==> src/rtl/gpio_port_pkg.sv <==
package gpio_port_pkg;
  localparam int ADDR_W = 2;

  typedef enum logic [ADDR_W-1:0] {
    REG_LATCH = 2'd0,
    REG_DIR   = 2'd1,
    REG_PULL  = 2'd2,
    REG_SLEW  = 2'd3
  } gpio_reg_e;
endpackage

==> src/rtl/gpio_sync.sv <==
module gpio_sync #(
  parameter int W      = 8,
  parameter int STAGES = 2
) (
  input  logic         clk,
  input  logic         rst_n,
  input  logic [W-1:0] async_in,
  output logic [W-1:0] sync_out
);
  logic [STAGES-1:0][W-1:0] chain_q;

  for (genvar s = 0; s < STAGES; s++) begin : g_stage
    if (s == 0) begin : g_first
      always_ff @(posedge clk or negedge rst_n) begin
        if (!rst_n) chain_q[s] <= '0;
        else        chain_q[s] <= async_in;
      end
    end else begin : g_next
      always_ff @(posedge clk or negedge rst_n) begin
        if (!rst_n) chain_q[s] <= '0;
        else        chain_q[s] <= chain_q[s-1];
      end
    end
  end

  assign sync_out = chain_q[STAGES-1];
endmodule

==> src/rtl/gpio_regs.sv <==
module gpio_regs
  import gpio_port_pkg::*;
#(
  parameter int W = 8
) (
  input  logic              clk,
  input  logic              rst_n,
  input  logic [ADDR_W-1:0] bus_addr,
  input  logic              bus_wr,
  input  logic [W-1:0]      bus_wdata,
  input  logic              bus_rd,
  output logic [W-1:0]      bus_rdata,
  input  logic [W-1:0]      pin_sync,
  output logic [W-1:0]      latch_q,
  output logic [W-1:0]      dir_q,
  output logic [W-1:0]      pull_q,
  output logic [W-1:0]      slew_q
);
  logic [W-1:0] latch_view;
  logic [W-1:0] rd_mux;
  gpio_reg_e    sel;

  assign sel = gpio_reg_e'(bus_addr);

  always_ff @(posedge clk or negedge rst_n) begin
    if (!rst_n) begin
      latch_q <= '0;
      dir_q   <= '0;
      pull_q  <= '0;
      slew_q  <= '0;
    end else if (bus_wr) begin
      case (sel)
        REG_LATCH: latch_q <= bus_wdata;
        REG_DIR:   dir_q   <= bus_wdata;
        REG_PULL:  pull_q  <= bus_wdata;
        default:   slew_q  <= bus_wdata;
      endcase
    end
  end

  for (genvar i = 0; i < W; i++) begin : g_view
    assign latch_view[i] = dir_q[i] ? latch_q[i] : pin_sync[i];
  end

  always_comb begin
    case (sel)
      REG_LATCH: rd_mux = latch_view;
      REG_DIR:   rd_mux = dir_q;
      REG_PULL:  rd_mux = pull_q;
      default:   rd_mux = slew_q;
    endcase
  end

  always_ff @(posedge clk or negedge rst_n) begin
    if (!rst_n)      bus_rdata <= '0;
    else if (bus_rd) bus_rdata <= rd_mux;
  end

  assert_latch_write_R2: assert property (@(posedge clk) disable iff (!rst_n)
    (bus_wr && bus_addr == REG_LATCH) |=> latch_q == $past(bus_wdata));

  assert_read_dir_old_R10: assert property (@(posedge clk) disable iff (!rst_n)
    (bus_rd && bus_addr == REG_DIR) |=> bus_rdata == $past(dir_q));

  assert_rdata_hold_R3: assert property (@(posedge clk) disable iff (!rst_n)
    !bus_rd |=> $stable(bus_rdata));
endmodule

==> src/rtl/gpio_pad_ctl.sv <==
module gpio_pad_ctl #(
  parameter int W        = 8,
  parameter int KBD_PINS = 4
) (
  input  logic [W-1:0]        latch_q,
  input  logic [W-1:0]        dir_q,
  input  logic [W-1:0]        pull_q,
  input  logic [W-1:0]        slew_q,
  input  logic [W-1:0]        per_own,
  input  logic [W-1:0]        per_oe,
  input  logic [W-1:0]        per_out,
  input  logic [KBD_PINS-1:0] kbd_rise,
  output logic [W-1:0]        pad_oe,
  output logic [W-1:0]        pad_out,
  output logic [W-1:0]        pad_pu,
  output logic [W-1:0]        pad_pd,
  output logic [W-1:0]        pad_slew
);
  localparam int KBD_LO = W - KBD_PINS;

  for (genvar i = 0; i < W; i++) begin : g_pin
    logic drive;
    logic pull_on;

    assign drive       = per_own[i] ? per_oe[i]  : dir_q[i];
    assign pad_oe[i]   = drive;
    assign pad_out[i]  = per_own[i] ? per_out[i] : latch_q[i];
    assign pull_on     = pull_q[i] & ~dir_q[i] & ~drive;
    assign pad_slew[i] = slew_q[i] & drive;

    if (i >= KBD_LO) begin : g_kbd
      assign pad_pd[i] = pull_on & kbd_rise[i-KBD_LO];
      assign pad_pu[i] = pull_on & ~kbd_rise[i-KBD_LO];
    end else begin : g_plain
      assign pad_pd[i] = 1'b0;
      assign pad_pu[i] = pull_on;
    end
  end
endmodule

==> src/rtl/gpio_port.sv <==
module gpio_port
  import gpio_port_pkg::*;
#(
  parameter int W        = 8,
  parameter int KBD_PINS = 4,
  parameter int SYNC_STG = 2
) (
  input  logic                clk,
  input  logic                rst_n,
  input  logic [ADDR_W-1:0]   bus_addr,
  input  logic                bus_wr,
  input  logic [W-1:0]        bus_wdata,
  input  logic                bus_rd,
  output logic [W-1:0]        bus_rdata,
  input  logic [W-1:0]        pin_in,
  input  logic [W-1:0]        per_own,
  input  logic [W-1:0]        per_oe,
  input  logic [W-1:0]        per_out,
  input  logic [KBD_PINS-1:0] kbd_rise,
  output logic [W-1:0]        pad_oe,
  output logic [W-1:0]        pad_out,
  output logic [W-1:0]        pad_pu,
  output logic [W-1:0]        pad_pd,
  output logic [W-1:0]        pad_slew
);
  logic [W-1:0] pin_sync;
  logic [W-1:0] latch_q, dir_q, pull_q, slew_q;

  gpio_sync #(.W(W), .STAGES(SYNC_STG)) u_sync (
    .clk      (clk),
    .rst_n    (rst_n),
    .async_in (pin_in),
    .sync_out (pin_sync)
  );

  gpio_regs #(.W(W)) u_regs (
    .clk       (clk),
    .rst_n     (rst_n),
    .bus_addr  (bus_addr),
    .bus_wr    (bus_wr),
    .bus_wdata (bus_wdata),
    .bus_rd    (bus_rd),
    .bus_rdata (bus_rdata),
    .pin_sync  (pin_sync),
    .latch_q   (latch_q),
    .dir_q     (dir_q),
    .pull_q    (pull_q),
    .slew_q    (slew_q)
  );

  gpio_pad_ctl #(.W(W), .KBD_PINS(KBD_PINS)) u_pad (
    .latch_q  (latch_q),
    .dir_q    (dir_q),
    .pull_q   (pull_q),
    .slew_q   (slew_q),
    .per_own  (per_own),
    .per_oe   (per_oe),
    .per_out  (per_out),
    .kbd_rise (kbd_rise),
    .pad_oe   (pad_oe),
    .pad_out  (pad_out),
    .pad_pu   (pad_pu),
    .pad_pd   (pad_pd),
    .pad_slew (pad_slew)
  );

  // Pad controls checked against register state held in a separate module
  assert_own_drive_R6: assert property (@(posedge clk) disable iff (!rst_n)
    ((pad_oe ^ dir_q) & ~per_own) == '0);

  assert_override_R5: assert property (@(posedge clk) disable iff (!rst_n)
    ((pad_oe ^ per_oe) & per_own) == '0);

  assert_pull_input_R7: assert property (@(posedge clk) disable iff (!rst_n)
    ((pad_pu | pad_pd) & (dir_q | pad_oe | ~pull_q)) == '0);

  assert_pull_excl_R8: assert property (@(posedge clk) disable iff (!rst_n)
    (pad_pu & pad_pd) == '0);

  assert_slew_out_R9: assert property (@(posedge clk) disable iff (!rst_n)
    (pad_slew & ~(pad_oe & slew_q)) == '0);
endmodule

==> config.mk <==
export PLATFORM = sky130hd
export DESIGN_NAME = gpio_port
export DESIGN_NICKNAME = d
export VERILOG_FILES = /design/src/rtl/gpio_port_pkg.sv /design/src/rtl/gpio_sync.sv /design/src/rtl/gpio_regs.sv /design/src/rtl/gpio_pad_ctl.sv /design/src/rtl/gpio_port.sv
export SDC_FILE = /design/constraint.sdc
export NUM_CORES = 1
export LEC_CHECK = 0
export CAP_MARGIN = 15
export CORE_ASPECT_RATIO = 0.75
export CORE_MARGIN = 4
export CORE_UTILIZATION = 62
export CTS_CLUSTER_DIAMETER = 100
export CTS_CLUSTER_SIZE = 28
export DETAILED_ROUTE_END_ITERATION = 8
export DONT_BUFFER_PORTS = 1
export PLACE_DENSITY = 0.78
export RECOVER_POWER = 100
export SYNTH_ARGS = -nofsm -noshare
export SYNTH_HDL_FRONTEND = slang
export SYNTH_HIERARCHICAL = 1
export SYNTH_SLANG_ARGS = --single-unit
==> constraint.sdc <==
create_clock -name clk -period 3.15 [get_ports clk]
set_input_delay 0.1575 -clock clk [delete_from_list [all_inputs] [get_ports clk]]
set_output_delay 0.1575 -clock clk [all_outputs]
set_load 0.005 [all_outputs]
-- Word-level counts from Yosys, hierarchy flattened
Cells that the tools add are included.
- muxes and demuxes: 25
- bitwise gates (word level): 53
- eq/ne operators: 2
- reductions and logical operators: 6
- operator list (kind ; count):
    $and A1 B1 Y1 ; 32
    $mux W1 ; 24
    $pmux W8 S3 ; 1
    $not A1 Y1 ; 21
    $reduce_and A2 Y1 ; 4
    $reduce_or A3 Y1 ; 1
    $eq A2 B1 Y1 const B ; 1
    $eq A2 B2 Y1 const B ; 1
    $logic_not A2 Y1 ; 1
- output and inout port bits: 48
- input port bits: 50
- word-level logic and storage cells: 93
- bits in registers: 56

-- Logic depth before layout (Yosys ltp)
- depth after elaboration: 4
- mapped depth: 5

-- By module
The synthesis kept the hierarchy.
- modules (own cells, without submodules) (module ; cells an instance ; area an instance (µm²) ; instances ; seq. area each (µm²)):
    gpio_regs ; 147 ; 1859.3 ; 1 ; 1001.0
    gpio_pad_ctl ; 69 ; 549.3 ; 1 ; 0.0
    gpio_sync ; 24 ; 460.4 ; 1 ; 400.4

-- Least setup slack after synthesis
No wires, ideal clock.
- path kind: reg2reg
- start point: reg u_regs.dir_q[0]
- end point: reg u_regs.bus_rdata[0]
- period minus slack after synthesis: 1194 ps
- data arrival time: 1055 ps
- library setup time: 139 ps
- cell stages (with the launch flop): 4
- slack: 1956 ps
- cells stage by stage: dfrtp_1 or3b_2 a21oi_1 o32ai_1
- cells in the longest elaborated chain, start to end: 2
- RTL lines (item ; RTL line ; RTL):
    from (decl) ; gpio_regs.sv:15 ; output logic [W-1:0] dir_q,
    from (signal assigned) ; gpio_regs.sv:34 ; REG_DIR: dir_q <= bus_wdata;
    $mux W1 ; gpio_regs.sv:42 ; assign latch_view[i] = dir_q[i] ? latch_q[i] : pin_sync[i];
    $pmux W8 S3 (*) ; gpio_regs.sv:46 ; case (sel)
    to (signal assigned) ; gpio_regs.sv:56 ; else if (bus_rd) bus_rdata <= rd_mux;
    to (decl) ; gpio_regs.sv:12 ; output logic [W-1:0] bus_rdata,
Every way passes the cells marked *; elsewhere a longest branch is shown, timed or not.
A chain may end at the register's enable or synchronous reset.

==> flow_metrics.tcl <==
set metrics [dict create \
    outcome "complete, no violations" \
    port_buffers 0 \
    gr-usage-all-layers_pct 19.9 \
    yosys_warnings 6 \
    hold_viol 0 \
    peakVddDrop_uv 355 \
    crit_fanout 56 \
    cp-start-kind "input pin" \
    path_cells "dlygate4sd3_1 > clkbuf_2" \
    period_share_pct 47.2 \
    placedCellCount 270 \
    clock_path_buffers 2 \
    p_per_area_nw_per_um2 540 \
    die_h_microns 66.9 \
    min_period_ps 1490 \
    tightest_slew_ps 1340 \
    cts_max_level 2 \
    hpwl_microns 3820 \
    via_count 1802 \
    placed_area_sq_um 2730 \
    cp_num_buf_inv 2 \
    grt_max_degree 57 \
    diodes 0 \
    drcViolationCount 0 \
    slew-limit-headroom_pct 10.9 \
    drt-pass1-iter-count 4 \
    drv_slew 0 \
    p_leak_nw 1.29 \
    routabilityCongestion 0.762 \
    cpPeakStageDelay_ps 980 \
    row_count 21 \
    clk_pin_slew_ps 90 \
    grt_pass1_wl_microns 8600 \
    crit_path_end_kind "asynchronous set/reset pin" \
    grt_overflow 0 \
    dieArea_sq_um 5790 \
    hold_ws_ps 28.2 \
    core_sq_um 4470 \
    critical_path_required_ps 3350 \
    start_util_pct 64.2 \
    cts_root_buffer "clkbuf_8" \
    finalSetupViolCount 0 \
    hold_class "input pin to register" \
    antenna_found_initial 0 \
    initialDrtViolationCount 70 \
    yosys_register_bits 56 \
    synthDistinctLibCells 26 \
    fin_skew_ps 2.94 \
    io_pins 98 \
    viasPerCell 6.09 \
    finalNonFillerCells 296 \
    cts_tree "built" \
    max_cap_violations 0 \
    cts.sinks 56 \
    power_w 0.00161 \
    wl_per_cell_microns 19.3 \
    nets 289 \
    slowest_stage "clkbuf_2" \
    final_antenna_net_count 0 \
    max_freq_mhz 672 \
    fin_setup_tns_ps 0 \
    syn_inst 240 \
    critPathKind "input pin to asynchronous set/reset pin" \
    cpLargestDelayFamily "buffers and inverters" \
    syn-cell-area_sq_um 2870 \
    drt-total-wl_microns 5720 \
    syn_to_final_growth_pct 3.75 \
    die_x_microns 86.6 \
    drive_gt1_share_pct 24.7 \
    stdcell_area_sq_um 2980 \
    cts_resized 0 \
    grt_pass1_vias 1715 \
    cp.arrival_ps 1690 \
    syn_avg_cell_area_sq_um 12.0 \
    cts_buffers 5 \
    rsz0062_at_grt "false" \
    fillers 343 \
    clkLatencyLatePin_ps 300 \
    ys_seq_area_share_pct 48.8 \
]
-- final cells by class --
cell class	count	area (sq um)	share of cell area, %
inverter	8	30.0	1.01
sequential	56	1400	47.1
tap	57	71.3	2.40
clock buffer	7	96.3	3.24
timing repair buffer	19	185	6.22
multi-input combinational	149	1190	40.1
-- placed cells by master, fill, tap and decap left out --
master / synthesis / final
a21boi_0: 0 / 8
a21oi_1: 8 / 8
and3b_1: 4 / 4
and4b_1: 4 / 4
and4bb_1: 4 / 4
clkbuf_2: 0 / 1
clkbuf_8: 0 / 7
conb_1: 1 / 4
dfrtp_1: 56 / 56
dlygate4sd3_1: 0 / 18
inv_1: 8 / 8
mux2_1: 8 / 8
mux2_2: 32 / 32
nand2_1: 13 / 13
nand2_2: 4 / 4
nand2b_1: 6 / 6
nand2b_2: 0 / 4
nand3_2: 1 / 1
nand3b_2: 2 / 2
nor2b_1: 8 / 8
nor3_1: 8 / 8
nor3b_1: 0 / 1
o21ai_0: 8 / 8
o32ai_1: 8 / 8
or2b_1: 6 / 6
or3b_2: 8 / 8
-- path summary, 6_finish.rpt --
check | startpoint | end | slack [ps] | cells past startpoint
setup / recovery | rst_n | u_regs/bus_rdata[0] | 1660 | 2
hold / removal | bus_rd | u_regs/bus_rdata[6] | 30 | 2
setup reg to reg | u_regs/dir_q[7] | u_regs/bus_rdata[7] | 1850 | 3
hold reg to reg | u_sync/chain_q[7] | u_sync/sync_out[7] | 360 | 0
max in group clk | bus_addr[1] | u_regs/latch_q[1] | 1710 | 2
min in group asynchronous | rst_n | u_sync/chain_q[1] | 680 | 2
-- worst register-to-register path, delay by kind of cell, from the launching register on --
family           cells  cell delay, ps
AO/OA/AOI/OAI        2             270
AND/OR/NAND/NOR      1             460
flip-flops           1             440
-- state kept, by name, indices dropped and copies added (netlist names) --
register and flops:
u_sync/sync_out 8, u_regs/bus_rdata 8, u_regs/latch_q 8, u_regs/pull_q 8, u_regs/slew_q 8, u_regs/dir_q 8, u_sync/chain_q 8
-- per-stage QoR --
stage	setup WS, ps	utilization, %
6_report	1660	66.6
5_1_grt	1340	66.6
4_1_cts	1850	67.8
3_5_place_dp	1880	61.0
3_3_place_gp	1920	61.0
2_1_floorplan	1960	-
-- logic make-up (layout without fill, tap and decap cells) --
group | Yosys count | count (layout) | share of synthesized area (%)
AO/OA/AOI/OAI | 32 | 32 | 7.33
buffers and inverters | 38 | 34 | 8.90
multiplexers | 40 | 40 | 15.7
AND/OR/NAND/NOR | 73 | 73 | 19.1
other | 1 | 4 | 0.131
flip-flops | 56 | 56 | 48.8
-- report_power, final --
| part | switching (W) | leakage [nW] | internal (W) | total, W |
|---|---|---|---|---|
| clock | 0.000220 | 0.0503 | 0.000196 | 0.000416 |
| sequential | 0.0000894 | 0.662 | 0.000824 | 0.000914 |
| combinational | 0.000117 | 0.582 | 0.000161 | 0.000278 |
| total | 0.000426 | 1.29 | 0.00118 | 0.00161 |
-- routing by layer --
metal,vias to the layer above,global-route usage (%),part of all wire [%]
met5,-,0,0
met4,0,7.98,1.5
met3,9,6.30,8.2
met2,78,31.2,48
met1,893,25.6,43
li1,822,-,-
-- synth_stat cells --
master | number | share of area (%)
or2b_1 | 6 | 1.6
buf_4 | 26 | 6.8
nand2b_1 | 6 | 1.3
nand2b_4 | 4 | 1.9
a21oi_1 | 8 | 1.4
buf_6 | 2 | 0.78
o21ai_0 | 8 | 1.4
mux2_1 | 8 | 3.1
dfrtp_1 | 56 | 49
o32ai_1 | 8 | 2.4
nand2_2 | 4 | 0.87
and4bb_1 | 4 | 1.7
conb_1 | 1 | 0.13
and4b_1 | 4 | 1.4
a21boi_1 | 8 | 2.1
nand3_2 | 1 | 0.35
mux2_2 | 32 | 13
nor3b_4 | 1 | 0.65
and3b_1 | 4 | 1.2
inv_1 | 8 | 1.0
nand3b_2 | 2 | 0.78
nor2b_1 | 8 | 1.7
or3b_2 | 8 | 2.4
nand2_1 | 13 | 1.7
nor3_1 | 8 | 1.4
clkbuf_1 | 2 | 0.26
-- what timing repair did --
action	CTS	global route
hold buffers	19	0
setup buffers	0	0
hold endpoints to repair	104	0
No activity file was read; power rests on OpenSTA's default activity.
